--- src/rtl/bcd_pkg.sv ---
package bcd_pkg;
  localparam int DIGIT_W = 4;
  localparam int BYTE_W  = 2 * DIGIT_W;
  // signed working width: covers -256 .. +613 with margin
  localparam int WORK_W  = BYTE_W + 4;

  typedef logic signed [WORK_W-1:0] work_t;
  typedef logic [DIGIT_W-1:0]       digit_t;
  typedef logic [BYTE_W-1:0]        byte_t;

  typedef struct packed {
    logic x;
    logic c;
    logic z;
    logic n;
    logic v;
  } ccr_t;

  localparam work_t DIGIT_LIMIT = work_t'(9);
  localparam work_t DIGIT_FIX   = work_t'(6);
  localparam work_t BYTE_LIMIT  = work_t'(8'h99);
  localparam work_t BYTE_FIX    = work_t'(8'h60);
endpackage

--- src/rtl/bcd_low_digit.sv ---
module bcd_low_digit
  import bcd_pkg::*;
(
  input  digit_t dst_nib,
  input  digit_t src_nib,
  input  logic   sub,
  input  logic   ext_in,
  output work_t  lo_adj
);
  work_t d_w;
  work_t s_w;
  work_t cin_w;
  work_t raw;

  always_comb begin
    d_w   = work_t'(dst_nib);
    s_w   = work_t'(src_nib);
    cin_w = work_t'(ext_in);
    if (sub) begin
      raw = d_w - s_w - cin_w;
    end else begin
      raw = d_w + s_w + cin_w;
    end
    if (raw > DIGIT_LIMIT) begin
      lo_adj = sub ? (raw - DIGIT_FIX) : (raw + DIGIT_FIX);
    end else begin
      lo_adj = raw;
    end
  end
endmodule

--- src/rtl/bcd_high_digit.sv ---
module bcd_high_digit
  import bcd_pkg::*;
(
  input  work_t  lo_adj,
  input  digit_t dst_nib,
  input  digit_t src_nib,
  input  logic   sub,
  output work_t  total
);
  work_t d_w;
  work_t s_w;
  work_t raw;

  always_comb begin
    // high digit kept in its weighted position
    d_w = work_t'({dst_nib, {DIGIT_W{1'b0}}});
    s_w = work_t'({src_nib, {DIGIT_W{1'b0}}});
    if (sub) begin
      raw = lo_adj + d_w - s_w;
    end else begin
      raw = lo_adj + d_w + s_w;
    end
    if (raw > BYTE_LIMIT) begin
      total = sub ? (raw - BYTE_FIX) : (raw + BYTE_FIX);
    end else begin
      total = raw;
    end
  end
endmodule

--- src/rtl/bcd_flag_gen.sv ---
module bcd_flag_gen
  import bcd_pkg::*;
(
  input  work_t total,
  input  byte_t dst_b,
  input  byte_t src_b,
  input  logic  zero_in,
  output byte_t res_b,
  output ccr_t  flags
);
  logic carry;
  byte_t ovf_vec;

  always_comb begin
    res_b   = total[BYTE_W-1:0];
    carry   = |total[WORK_W-1:BYTE_W];
    ovf_vec = (src_b ^ dst_b) & (dst_b ^ res_b);
    flags.x = carry;
    flags.c = carry;
    flags.z = zero_in & (res_b == '0);
    flags.n = res_b[BYTE_W-1];
    flags.v = ovf_vec[BYTE_W-1];
  end
endmodule

--- src/rtl/bcd_byte_unit.sv ---
module bcd_byte_unit
  import bcd_pkg::*;
#(
  parameter int OP_W = 32
) (
  input  logic            clk,
  input  logic            rst_n,
  input  logic            start_i,
  input  logic            sub_i,
  input  logic [OP_W-1:0] dst_i,
  input  logic [OP_W-1:0] src_i,
  input  logic            x_i,
  input  logic            z_i,
  output logic [OP_W-1:0] res_o,
  output logic            x_o,
  output logic            c_o,
  output logic            z_o,
  output logic            n_o,
  output logic            v_o,
  output logic            done_o
);
  localparam int UPPER_W = OP_W - BYTE_W;

  work_t lo_adj;
  work_t total;
  byte_t res_b;
  ccr_t  flags_nx;

  logic [OP_W-1:0] res_q, res_d;
  ccr_t            ccr_q, ccr_d;
  logic            done_q, done_d;

  bcd_low_digit u_lo (
    .dst_nib (dst_i[DIGIT_W-1:0]),
    .src_nib (src_i[DIGIT_W-1:0]),
    .sub     (sub_i),
    .ext_in  (x_i),
    .lo_adj  (lo_adj)
  );

  bcd_high_digit u_hi (
    .lo_adj  (lo_adj),
    .dst_nib (dst_i[BYTE_W-1:DIGIT_W]),
    .src_nib (src_i[BYTE_W-1:DIGIT_W]),
    .sub     (sub_i),
    .total   (total)
  );

  bcd_flag_gen u_flg (
    .total   (total),
    .dst_b   (dst_i[BYTE_W-1:0]),
    .src_b   (src_i[BYTE_W-1:0]),
    .zero_in (z_i),
    .res_b   (res_b),
    .flags   (flags_nx)
  );

  // next-state
  always_comb begin
    res_d  = res_q;
    ccr_d  = ccr_q;
    done_d = start_i;
    if (start_i) begin
      ccr_d = flags_nx;
      if (UPPER_W > 0) begin
        res_d = {dst_i[OP_W-1:BYTE_W], res_b};
      end else begin
        res_d = OP_W'(res_b);
      end
    end
  end

  // registers
  always_ff @(posedge clk or negedge rst_n) begin
    if (!rst_n) begin
      res_q  <= '0;
      ccr_q  <= '0;
      done_q <= 1'b0;
    end else begin
      res_q  <= res_d;
      ccr_q  <= ccr_d;
      done_q <= done_d;
    end
  end

  assign res_o  = res_q;
  assign x_o    = ccr_q.x;
  assign c_o    = ccr_q.c;
  assign z_o    = ccr_q.z;
  assign n_o    = ccr_q.n;
  assign v_o    = ccr_q.v;
  assign done_o = done_q;
endmodule

--- config.mk ---
export PLATFORM = sky130hd
export DESIGN_NAME = bcd_byte_unit
export DESIGN_NICKNAME = d
export VERILOG_FILES = /design/src/rtl/bcd_pkg.sv /design/src/rtl/bcd_low_digit.sv /design/src/rtl/bcd_high_digit.sv /design/src/rtl/bcd_flag_gen.sv /design/src/rtl/bcd_byte_unit.sv
export SDC_FILE = /design/constraint.sdc
export NUM_CORES = 1
export LEC_CHECK = 0
export ABC_AREA = 1
export BUFFER_PORTS_ARGS = -buffer_cell sky130_fd_sc_hd__buf_2
export CAP_MARGIN = 20
export CORE_UTILIZATION = 51
export DETAILED_ROUTE_END_ITERATION = 8
export GPL_ROUTABILITY_DRIVEN = 0
export GPL_TIMING_DRIVEN = 0
export PLACE_DENSITY = 0.8
export SYNTH_ARGS = -nofsm -noshare
export SYNTH_HDL_FRONTEND = slang
export SYNTH_SLANG_ARGS = --single-unit
--- constraint.sdc ---
create_clock -name clk -period 1.5 [get_ports clk]
set_input_delay 0 -clock clk [delete_from_list [all_inputs] [get_ports clk]]
set_output_delay 0 -clock clk [all_outputs]
set_load 0.05 [all_outputs]
==> run_results.csv, run 1 <==
group,metric,value,unit
outcome,violations,"setup timing",
logic_synthesis,yosysUniqueCellTypes,39,
logic_synthesis,synth_top_cell_area_share,0.2683,
pwr,leakagePower,2.614,nW
detailed_routing,drt-total-wl,10450,um
grt,grt_pass1_vias,3676,
grt,antenna_found_initial,0,
worst_setup_path,cpLargestDelayFamily,"adder cells",
die,dieArea,6913,um2
cts,cts-root-buf,"clkbuf_8",
sta,slew-limit-headroom,0.4935,
logic_synthesis,synth_nets,568,
worst_setup_path,critPathRequiredTime,1.68,ns
logic_synthesis,yosysTopAreaCell,"dfrtp_1",
logic_synthesis,syn_area_per_cell,7.332,um2
logic_synthesis,syn_area,3358,um2
logic_synthesis,ys_seq_elements,36,
finish,syn_to_final_growth,47.69,%
cts,cts_max_path_buffers,2,
worst_setup_path,cp-start-kind,"input port",
worst_setup_path,path_class,"in -> reg",
detailed_routing,viasPerCell,5.488,
grt,grt_pass1_wl,16200,um
sta,max_slew.worst_pin.slew,0.7598,ns
pwr,finalPower,7.965,mW
grt,grt_max_degree,37,
worst_setup_path,critical_path.slowest_cell,"fa_2",
cts,clkLatencyLatePin,0.28,ns
sta,finalSetupTns,-25.39,ns
logic_synthesis,synth_edf_count,0,
cts,htree_levels,2,
run,max-cap-violations,0,
die,ioPinCount,108,
cts,clock-sinks,36,
detailed_routing,first_pass_iters,7,
sta,finalMaxSlewViolations,0,
sta,rsz0062_at_grt,"yes",
detailed_routing,drt_iter0_drc,160,
finish,fill_cells,400,
sta,clock_skew,0,ns
detailed_routing,wl_per_cell,15.19,um
sta,finalHoldViolations,0,
worst_setup_path,end_kind,"register",
worst_setup_path,crit_buf_inv,5,
detailed_routing,drtAntennaViolNets,0,
finish,fin_nets,721,
worst_setup_path,cp_max_fo,4,
die,initial_core_util,0.5289,
logic_synthesis,synthTopCellsByArea,"dfrtp_1 27%, nand2_1 18%, ha_1 13%",
finish,layout-drive-gt1-share,0.3928,
logic_synthesis,synth_cells,458,
min_path,hp-class,"in -> reg",
die,die_w,83.15,um
cts,cts_tree,"done",
cts,numCtsBuffers,5,
sta,setup_ws,-3.720,ns
sta,max_freq,191.6,MHz
sta,fin_crit_sh,3.480,
worst_setup_path,cp_slowest_stage_delay,0.53,ns
sta,setup_viol,10,
outcome,outcome,"finished with violations",
detailed_routing,via_count,3776,
place,place_inst,618,
cts,clkTransAtPathRegs,0.07,ns
place,port_buffers,83,
logic_synthesis,synthArstFlopShare,1.000,
logic_synthesis,seq_area_frac_synth,0.2683,
logic_synthesis,yosysWarnings,0,
worst_setup_path,cpMostUsedCell,"ha_4",
pwr,ir_drop,1288,uV
place,hpwl,6322,um
sta,fin_hold_ws,0.1196,ns
finish,finalNonFillerCells,688,
logic_synthesis,synth_top_flop_cell,"dfrtp_1",
grt,gr-usage-all-layers,0.2859,
worst_setup_path,crit_arrival,5.40,ns
finish,antenna_cells,0,
die,row_count,29,
die,core,6350,um2
detailed_routing,route.detailed.drc,0,
pwr,power_density,1606,nW/um2
place,pre_cts_slack,-4.328,ns
grt,overflow,0,
die,die_h,83.15,um
sta,fin_crit,5.220,ns
[power breakdown]
group	internal, mW	switching (mW)
clock network	0.315	0.315
registers	1.13	0.0879
logic	2.52	3.59
total	3.97	3.99
[synth_stat cells (all sizes together), types with 4 or more instances]
library cell,number
nand2,172
buf,5
nand3,40
or2,5
a31oi,4
clkbuf,7
xnor2,4
a21oi,23
nor2,23
xor2,11
nor3,5
nand4,5
inv,49
fa,5
nand3b,4
o21ai,14
dfrtp,36
ha,35
[per-stage QoR]
stage | util | area, um2
CTS | 0.7409 | 4705
global route | 0.7811 | 4960
floorplan | - | 3492
global placement | 0.6305 | 4004
finish | 0.7811 | 4960
detailed placement | 0.6305 | 4004
[registers in the layout (all words and copies together) (netlist names)]
| register | cells |
|---|---|
| c_o | 1 |
| done_o | 1 |
| res_o | 32 |
| v_o | 1 |
| z_o | 1 |
[cell families (layout without fill, tap and decap cells)]
group                    count (synthesis)  count (layout)  share of synthesized area
adder cells (fa/ha/maj)                 40              40                     0.1602
flip-flops                              36              36                     0.2683
AO/OA/AOI/OAI                           51              51                    0.09352
buffers and inverters                   61             214                    0.07601
XOR/XNOR                                15              15                    0.04136
AND/OR/NAND/NOR                        255             255                     0.3607
[metal layers]
layer  track usage  up-vias  routed length, um
li1              -     1783                  -
met1        0.3410     1759               3974
met2        0.5224      195               5336
met3       0.03777       39                763
met4        0.1034        0                373
met5             0        -                  0
[placed cells by master (no fill, tap or decap), types with 4 or more instances in the layout]
cell	n
a21oi_1	12
a21oi_2	9
buf_2	83
buf_4	30
buf_6	10
clkbuf_1	7
clkbuf_8	5
dfrtp_1	36
dlygate4sd3_1	26
fa_2	4
ha_1	23
ha_4	11
inv_1	37
inv_2	8
nand2_1	147
nand2_2	13
nand2_4	12
nand3_1	24
nand3_2	12
nand3_4	4
nand3b_1	4
nand4_1	5
nor2_1	18
nor2_2	4
o21ai_0	8
o21ai_2	6
or2_2	4
xor2_1	9
[worst register-to-register path, cell delays in order, from the launching register on]
cell,delay [ns]
dfrtp_1,0.40
nor2_1,0.11
a31oi_1,0.06
[cell type report]
| cell class | instances | area (um2) | share of cell area |
|---|---|---|---|
| buffer | 11 | 67.56 | 0.01362 |
| clock buffer | 6 | 72.57 | 0.01463 |
| clock inverter | 1 | 5.005 | 0.001009 |
| inverter | 49 | 203.9 | 0.04112 |
| multi-input combinational | 361 | 2590 | 0.5222 |
| sequential | 36 | 900.9 | 0.1816 |
| tap | 77 | 96.34 | 0.01942 |
| timing repair buffer | 147 | 1023 | 0.2064 |
[worst paths after layout]
path                       startpoint        end  slack [ns]  cells past startpoint
min                               z_i        z_o        0.12                      5
min in group asynchronous       rst_n  res_o[12]        0.37                      2
max in group asynchronous       rst_n   res_o[9]        0.64                      2
min reg2reg                 res_o[23]  res_o[23]        0.47                      2
max                          dst_i[0]        c_o       -3.72                     36
max reg2reg                  res_o[7]   res_o[7]        0.81                      2
[timing repair]
item                                   in CTS  in global routing
setup endpoints to repair                  10                 35
gates resized for setup                    41                 42
buffers inserted                           23                 19
hold buffers                               26                  0
pin swaps                                  34                 32
endpoints found under the hold margin      61                  0
Note: power is estimated with default switching activity, not from simulation.
==> run 2, diff against run 1 <==
--- a/config.mk
+++ b/config.mk
@@ -12,6 +12,7 @@
 export DETAILED_ROUTE_END_ITERATION = 8
 export GPL_ROUTABILITY_DRIVEN = 0
 export GPL_TIMING_DRIVEN = 0
+export MAX_ROUTING_LAYER = met4
 export PLACE_DENSITY = 0.8
 export SYNTH_ARGS = -nofsm -noshare
 export SYNTH_HDL_FRONTEND = slang
==> run_results.csv, run 2 (same netlist as run 1, synthesis figures left out) <==
group,metric,value,unit
pwr,pwr-share-comb,0.768,
place,port_buffers,83,
grt,overflow,0,
pwr,pwr-share-seq,0.153,
min_path,hp-class,"in -> reg",
worst_setup_path,critical_path.slowest_cell,"fa_2",
sta,rsz0062_at_grt,"yes",
finish,antenna_cells,0,
cts,clkTransAtPathRegs,0.07,ns
worst_setup_path,reg2reg_depth,2,
detailed_routing,first_pass_iters,4,
worst_setup_path,critPathRequiredTime,1.67,ns
finish,largest_register_ff_count,32,
detailed_routing,viasPerCell,5.493,
sta,setup_ws,-3.724,ns
detailed_routing,route.detailed.drc,0,
grt,antenna_found_initial,0,
sta,finalHoldViolations,0,
place,placed_area,4004,um2
worst_setup_path,cp_max_fo,4,
detailed_routing,drtAntennaViolNets,0,
pwr,leakagePower,2.614,nW
worst_setup_path,path_class,"in -> reg",
worst_setup_path,crit_arrival,5.40,ns
finish,finalNonFillerCells,688,
pwr,power_density,1606,nW/um2
sta,fin_crit_sh,3.483,
cts,cts_tree,"done",
pwr,p_switching,3.995,mW
sta,finalSetupTns,-25.51,ns
place,place_inst,618,
die,die_w,83.15,um
outcome,outcome,"finished with violations",
cts,clkLatencyLatePin,0.28,ns
pwr,pwr-share-clk,0.079,
min_path,whs_path_depth,5,
worst_setup_path,end_kind,"register",
cts,cts-root-buf,"clkbuf_8",
sta,setup_viol,10,
detailed_routing,via_count,3779,
sta,max_slew.worst_pin.slew,0.7659,ns
die,die_h,83.15,um
cts,numCtsBuffers,5,
finish,final_cell_mix,"147 x nand2_1, 83 x buf_2, 37 x inv_1",
grt,grt_pass1_vias,3672,
outcome,violations,"setup timing",
pwr,p_int,3.971,mW
cts,htree_levels,2,
pwr,switching_share,0.5015,
sta,clock_skew,0,ns
finish,syn_to_final_growth,47.69,%
die,initial_core_util,0.5289,
finish,final_area,4960,um2
finish,layout-drive-gt1-share,0.3928,
pwr,ir_drop,1289,uV
cts,clock-sinks,36,
detailed_routing,drt_iter0_drc,181,
worst_setup_path,cp-start-kind,"input port",
die,row_count,29,
sta,finalMaxSlewViolations,0,
die,core,6350,um2
run,max-cap-violations,0,
grt,grt_max_degree,37,
finish,fill_cells,400,
sta,fin_crit,5.224,ns
cts,cts_max_path_buffers,2,
die,dieArea,6913,um2
finish,fin_nets,721,
worst_setup_path,cp_slowest_stage_delay,0.53,ns
place,hpwl,6322,um
grt,gr-usage-all-layers,0.2942,
detailed_routing,wl_per_cell,15.16,um
grt,grt_pass1_wl,16200,um
die,ioPinCount,108,
sta,slew-limit-headroom,0.4894,
finish,final_common_cell,"nand2_1",
sta,max_freq,191.4,MHz
worst_setup_path,cpMostUsedCell,"ha_4",
pwr,finalPower,7.966,mW
detailed_routing,drt-total-wl,10430,um
[run 2: cell counts in the layout (fill, tap and decap cells not counted)]
No cell type changed its count.
[run 2: layout make-up]
cell class,instances,area (um2),area share
sequential,36,900.9,0.1816
multi-input combinational,361,2590,0.5222
tap,77,96.34,0.01942
inverter,49,203.9,0.04112
timing repair buffer,147,1023,0.2064
clock inverter,1,5.005,0.001009
buffer,11,67.56,0.01362
clock buffer,6,72.57,0.01463
[run 2: critical path: cells and delay by family]
kind                     cells  cell delay [ns]
XOR/XNOR                     3             0.53
adder cells (fa/ha/maj)      8             2.21
AND/OR/NAND/NOR             11             1.06
AO/OA/AOI/OAI                9             1.32
buffers and inverters        5             0.27
[run 2: power by group through the flow]
stage | clock, mW | combinational [mW] | sequential [mW]
detailed placement | 0 | 4.63 | 1.23
CTS | 0.645 | 5.40 | 1.21
global placement | 0 | 4.45 | 1.22
floorplan | 0 | 3.16 | 1.78
finish | 0.629 | 6.12 | 1.22
global route | 0.699 | 6.61 | 1.23
[run 2: stage by stage]
stage	utilization	hold slack, ns	worst slack [ns]
final	0.7811	0.1303	-3.724
after global placement	0.6305	0.1030	-4.209
after floorplan	-	-0.2956	-3.562
after detailed placement	0.6305	0.1161	-4.328
after global routing	0.7811	0.1284	-4.058
after CTS	0.7409	0.08875	-3.653
[run 2: repair_timing]
action                                  in CTS  in global routing
gates resized for setup                     41                 42
endpoints found under the setup margin      10                 35
buffers inserted                            23                 19
endpoints found under the hold margin       61                  0
pin swaps                                   34                 32
hold buffers                                26                  0
[run 2: routing by layer]
layer,part of all wire,GRT usage,up-vias
met4,0.037,0.1034,0
met1,0.38,0.3429,1763
met3,0.073,0.03777,45
met5,0,-,-
li1,-,-,1780
met2,0.51,0.5201,191
[run 2: path summary, 6_finish.rpt]
kind	slack [ns]	startpoint	end
hold / removal	0.13	z_i	z_o
hold reg to reg	0.47	res_o[23]	res_o[23]
max in group asynchronous	0.63	rst_n	res_o[21]
setup / recovery	-3.72	dst_i[0]	c_o
setup reg to reg	0.81	res_o[7]	res_o[7]
min in group asynchronous	0.37	rst_n	res_o[12]
